<file path="config.mk">
export PLATFORM = sky130hd
export DESIGN_NAME = dpd_ctrl
export DESIGN_NICKNAME = d
export VERILOG_FILES = /design/src/rtl/dpd_ctrl.sv
export SDC_FILE = /design/constraint.sdc
export NUM_CORES = 1
export LEC_CHECK = 0
export ABC_AREA = 1
export BUFFER_PORTS_ARGS = -buffer_cell sky130_fd_sc_hd__buf_2
export CAP_MARGIN = 0
export CELL_PAD_IN_SITES_DETAIL_PLACEMENT = 1
export CELL_PAD_IN_SITES_GLOBAL_PLACEMENT = 1
export CORE_MARGIN = 3
export CORE_UTILIZATION = 48
export DETAILED_ROUTE_END_ITERATION = 16
export GPL_TIMING_DRIVEN = 0
export PLACE_DENSITY_LB_ADDON = 0.1
export SLEW_MARGIN = 10
export SYNTH_ARGS = -nofsm -noshare
export SYNTH_HDL_FRONTEND = slang
export SYNTH_SLANG_ARGS = --single-unit
</file>
<file path="constraint.sdc">
create_clock -name clk -period 2.8 [get_ports clk]
set_input_delay 0.14 -clock clk [delete_from_list [all_inputs] [get_ports clk]]
set_output_delay 0.14 -clock clk [all_outputs]
set_load 0.02 [all_outputs]
</file>
<file path="src/rtl/dpd_ctrl.sv">
module dpd_ctrl #(
  parameter int          T_DP  = 16,
  parameter int          T_RES = 12,
  parameter logic [7:0]  SIG   = 8'h12
) (
  input  logic clk,
  input  logic rst_n,
  input  logic cs_n,
  input  logic sck,
  input  logic si,
  input  logic busy,
  output logic so,
  output logic dp_status,
  output logic cmd_accept
);
  localparam logic [7:0] OP_DOWN = 8'hB9;
  localparam logic [7:0] OP_WAKE = 8'hAB;
  localparam int TMAX = (T_DP > T_RES) ? T_DP : T_RES;
  localparam int TW   = $clog2(TMAX + 1);
  localparam logic [5:0] HDR = 6'd32;

  typedef enum logic [1:0] {ST_IDLE, ST_ENTER, ST_DEEP, ST_LEAVE} st_t;
  st_t st;

  logic          sck_q, cs_q, rd, dn_ok, decode_ok;
  logic [5:0]    nbits;
  logic [7:0]    sh;
  logic [2:0]    sidx;
  logic [TW-1:0] tmr;

  wire sck_up = sck & ~sck_q & ~cs_n;
  wire sck_dn = ~sck & sck_q & ~cs_n;
  wire cs_up  = cs_n & ~cs_q;
  wire cs_dn  = ~cs_n & cs_q;
  wire [7:0] nxt_byte = {sh[6:0], si};

  always_comb
    case (st)
      ST_IDLE: decode_ok = (nxt_byte != OP_DOWN) || !busy;
      ST_DEEP: decode_ok = (nxt_byte == OP_WAKE);
      default: decode_ok = 1'b0;
    endcase

  assign dp_status = (st == ST_DEEP);

  always_ff @(posedge clk or negedge rst_n)
    if (!rst_n) begin
      sck_q <= 1'b0; cs_q <= 1'b1; nbits <= '0; sh <= '0;
      rd <= 1'b0; dn_ok <= 1'b0; sidx <= '0; so <= 1'b0; cmd_accept <= 1'b0;
    end else begin
      sck_q      <= sck;
      cs_q       <= cs_n;
      cmd_accept <= 1'b0;
      if (cs_dn) begin
        nbits <= '0; rd <= 1'b0; dn_ok <= 1'b0; sidx <= '0;
      end else if (sck_up) begin
        sh <= nxt_byte;
        if (nbits < HDR) nbits <= nbits + 6'd1;
        if (nbits == 6'd7) begin
          cmd_accept <= decode_ok;
          rd         <= decode_ok && (nxt_byte == OP_WAKE);
          dn_ok      <= decode_ok && (nxt_byte == OP_DOWN);
        end
      end
      if (cs_n) so <= 1'b0;
      else if (sck_dn && rd && nbits == HDR) begin
        so   <= SIG[3'd7 - sidx];
        sidx <= sidx + 3'd1;
      end
    end

  always_ff @(posedge clk or negedge rst_n)
    if (!rst_n) begin
      st <= ST_IDLE; tmr <= '0;
    end else
      case (st)
        ST_IDLE:  if (cs_up && nbits == 6'd8 && dn_ok && !busy) begin st <= ST_ENTER; tmr <= '0; end
        ST_ENTER: if (tmr == TW'(T_DP - 1)) st <= ST_DEEP; else tmr <= tmr + 1'b1;
        ST_DEEP:  if (cs_up && rd) begin st <= ST_LEAVE; tmr <= '0; end
        ST_LEAVE: if (tmr == TW'(T_RES - 1)) st <= ST_IDLE; else tmr <= tmr + 1'b1;
        default:  st <= ST_IDLE;
      endcase

  AST_DP_AFTER_DELAY: assert property (@(posedge clk) disable iff (!rst_n)
    $rose(dp_status) |-> $past(st) == ST_ENTER);
  AST_NO_DECODE_IN_WAIT: assert property (@(posedge clk) disable iff (!rst_n)
    cmd_accept |-> ($past(st) == ST_IDLE || $past(st) == ST_DEEP));
  AST_DEEP_ONLY_WAKE: assert property (@(posedge clk) disable iff (!rst_n)
    (cmd_accept && $past(st) == ST_DEEP) |-> rd);
  AST_BUSY_REJECT: assert property (@(posedge clk) disable iff (!rst_n)
    (st == ST_ENTER && $past(st) == ST_IDLE) |-> !$past(busy));
  AST_SO_QUIET: assert property (@(posedge clk) disable iff (!rst_n)
    $past(cs_n) |-> !so);
  AST_ACCEPT_PULSE: assert property (@(posedge clk) disable iff (!rst_n)
    cmd_accept |=> !cmd_accept);
endmodule

</file>
==> results.md <==
Run status:
- The run finished with clean final reports.

Global route:
- For this run the aggregate overflow at the end of global routing stands at 0.
- The global router's overall resource usage is 21.7%.
- The number of global-route vias before repair is about 1500.
- The first-pass GRT wire length is a little under 7000 um.
- The number of antenna violations at the first check in global routing is 0.
- Entering global routing, the biggest net connects 30 pins.

Clock network:
- The clock network latency to the later pin of the worst-skew pair is 0.33 ns.
- In this run the clock root is driven by a sky130_fd_sc_hd__clkbuf_4.
- The TritonCTS sink count is 29.
- After clock tree synthesis, the clock-pin slew on the worst setup and hold paths is roughly 0.090 ns.
- The maximum clock path buffer count is 2.
- The H-tree was split into 2 levels.
- TritonCTS built the clock tree.
- The total of hold buffers inserted after clock tree synthesis is 3.
- Buffers added to address setup during post-CTS repair amount to 0.
- The number of gates resized after CTS was 0.
- Clock tree synthesis inserted a total of 5 buffers.

STA:
- Static timing analysis puts the maximum clock frequency at around 590 MHz.
- The post-route fraction of the period consumed by the critical path is roughly three fifths.
- The post-layout minimum cycle time is 1.68 ns.
- Hold is met by ~0.095 ns.
- Setup repair after global routing left no endpoint under its margin.
- Setup total negative slack on the finished layout was measured at 0 ns.
- The worst slew margin relative to its limit is 55.6%.
- Setup violations remaining at the end of the flow were counted as 0.
- The number of max-slew violations in the final report is 0.
- The final hold violation count came to 0.
- For the pin with the worst max-slew slack, the measured transition is roughly 0.67 ns.
- The clock skew after layout is approximately 0.0080 ns.

Synthesis:
- After synthesis, the most frequently instantiated cells are sky130_fd_sc_hd__nand2_1 (56), sky130_fd_sc_hd__dfrtp_1 (28), sky130_fd_sc_hd__inv_1 (28).
- The most common cell in the synthesized netlist is sky130_fd_sc_hd__nand2_1.
- The top cell type by area accounts for 42.1% of the synthesized area.
- The most used flip-flop cell after synthesis is sky130_fd_sc_hd__dfrtp_1.
- Synthesis inferred 29 register bits.
- The dominant cell type by area after synthesis is sky130_fd_sc_hd__dfrtp_1.
- The mean cell area of the mapped netlist is 7.77 um2.
- After synthesis, the share of flip-flops with an asynchronous set or reset is 100%.
- During synthesis, Yosys emitted a total of 0 warnings.
- Yosys mapped the design onto 29 distinct sky130hd cell types.
- Of the synthesized area, sequential elements account for a little over two fifths.
- The number of nets handed over by synthesis was 230.
- Counting every instance in the synthesized netlist gives between 200 and 250.
- Summing every instance area after synthesis gives between 0.0015 and 0.002 mm2.
- By area the synthesized netlist is led by sky130_fd_sc_hd__dfrtp_1 (42%), sky130_fd_sc_hd__nand2_1 (13%), sky130_fd_sc_hd__ha_1 (7.5%).
- The count of flip-flops with a built-in enable after synthesis is 0.

Routing:
- The first routing iteration left 42 violations.
- The final wirelength is a little under 4000 um.
- The per-cell routed wire length is 14.1 um.
- Across all layers, the routed design uses 1422 vias.
- Using the TritonRoute via totals, the vias-per-cell ratio works out to roughly 5.
- Before antenna repair, the detailed router went through 4 iterations.
- The number of routed nets with antenna violations is 0.
- The post-detailed-route DRC marker count is 0.

Worst setup path:
- The most critical setup path has its startpoint at tmr[0].
- The kind of launch point of the worst setup path is a flop.
- Data arrives at the worst endpoint at around 1.9 ns.
- In this run the register-to-register setup slack is around 1.1 ns.
- In this run the critical register-to-register path is launched from tmr[0].
- STA puts the critical path data required time at a little over 3 ns.
- The maximum net fanout on the critical path is 6.
- The endpoint class of the critical path is a flop.
- The path type of the worst setup path is reg -> reg.

Cells and area:
- The count of filler cells inserted in the layout is approximately 420.
- In the final design database the tool counted between 200 and 250 nets.
- Compared with the post-synthesis result, the final layout area differs by 10.8%.
- The final antenna diode count is 0.
- The fraction of layout cells with a size suffix above 1 is between 10% and 20%.

Floorplanning:
- The initial cell density of the core is between 50% and 60%.
- The die is ~65 um tall.
- The core area is ~0.0032 mm2.
- The floorplan step defined a die boundary enclosing about 0.0042 mm2.
- The number of top-level pins is 9.
- Measured along the x axis, the die boundary spans 64.9 um.
- The standard-cell row count is 20.

Worst hold path:
- The class of the tightest hold or removal check is in -> reg.
- In this run the most critical hold path is launched from si.

Placed design:
- The weighted congestion at the end of routability-driven global placement is 0.845.
- The count of input and output buffers is 8.
- Once detailed placement completed, the half-perimeter wirelength came to ~2900 um.

Power and ir drop:
- IR analysis of the VDD net gives a maximum drop of around 0.00032 V.
- For this design the static power due to leakage is approximately 0.94 nW.
- The power density over the cells is approximately 460 mW/mm2.

Flow run:
- Max-cap violations in this run came to 0.
[critical path, stage by stage, from the launching register on]
cell,delay (ns)
sky130_fd_sc_hd__dfrtp_1,0.42
sky130_fd_sc_hd__ha_1,0.24
sky130_fd_sc_hd__nand2_1,0.09
sky130_fd_sc_hd__nor2_1,0.05
sky130_fd_sc_hd__ha_1,0.19
sky130_fd_sc_hd__nand2_1,0.07
sky130_fd_sc_hd__nand2_1,0.06
sky130_fd_sc_hd__inv_1,0.21
sky130_fd_sc_hd__nand3_4,0.13
sky130_fd_sc_hd__nand2_1,0.09
sky130_fd_sc_hd__nand2_1,0.05
[state kept, by name (all words and copies together), names as in the netlist, 2 cells and up]
signal / flops
tmr: 5
sh: 7
nbits: 6
st: 2
sidx: 3
[through the flow]
stage               worst slack (ns)  instances  area [um2]  utilization (%)  total power [mW]
floorplan                       1.33        214        1660                -             0.543
global placement                1.20        266        1760             55.3             0.572
detailed placement              1.13        266        1760             55.3             0.583
CTS                             1.11        276        1840             58.0             0.854
global route                   0.990        276        1840             58.0             0.896
finish                          1.12        276        1840             58.0             0.845
[layer usage]
metal	wire, um	track usage (%)	vias to the layer above
met4	33	6.33	0
li1	-	-	727
met5	0	0	-
met3	98	5.20	3
met2	2030	38.4	13
met1	1740	25.9	679
[cell families (layout without fill, tap and decap cells)]
family,count (synthesis),after routing,share of synthesized area [%]
AO/OA/AOI/OAI,19,19,6.62
XOR/XNOR,1,1,0.527
adder cells (fa/ha/maj),10,10,7.52
buffers and inverters,31,49,7.07
flip-flops,29,29,43.7
AND/OR/NAND/NOR,124,124,34.5
[layout by cell type (no fill, tap or decap), types with 3 or more instances in the layout]
master	n
sky130_fd_sc_hd__a21oi_1	7
sky130_fd_sc_hd__buf_2	9
sky130_fd_sc_hd__clkbuf_4	5
sky130_fd_sc_hd__dfrtp_1	28
sky130_fd_sc_hd__dlygate4sd3_1	3
sky130_fd_sc_hd__ha_1	10
sky130_fd_sc_hd__inv_1	28
sky130_fd_sc_hd__nand2_1	56
sky130_fd_sc_hd__nand3_1	18
sky130_fd_sc_hd__nand4_1	8
sky130_fd_sc_hd__nor2_1	25
sky130_fd_sc_hd__nor3_1	5
sky130_fd_sc_hd__o21ai_0	6
sky130_fd_sc_hd__o21ai_1	3
[worst paths after layout]
path / endpoint / cells after the start
setup / recovery: tmr[3] / 10
hold / removal: sh[0] / 3
setup reg to reg: tmr[3] / 10
hold reg to reg: rd / 2
max in group asynchronous: rd / 2
min in group asynchronous: sh[3] / 2
[where the power goes]
part / total, mW / internal, mW / switching (mW)
clock network: 0.266 / 0.118 / 0.148
registers: 0.477 / 0.453 / 0.0248
logic: 0.101 / 0.0329 / 0.0684
total: 0.845 / 0.604 / 0.241
[layout make-up]
| type | instances | area [um2] | share of cell area (%) |
|---|---|---|---|
| flip-flops and latches | 29 | 727 | 39.4 |
| repair buffers | 11 | 70.1 | 3.80 |
| multi-input cells | 154 | 818 | 44.4 |
| clock buffers | 7 | 55.1 | 2.99 |
| well taps | 44 | 55.1 | 2.99 |
| plain buffers | 1 | 5.00 | 0.272 |
| inverters | 30 | 113 | 6.11 |
Power figures use the tool's default switching activity.
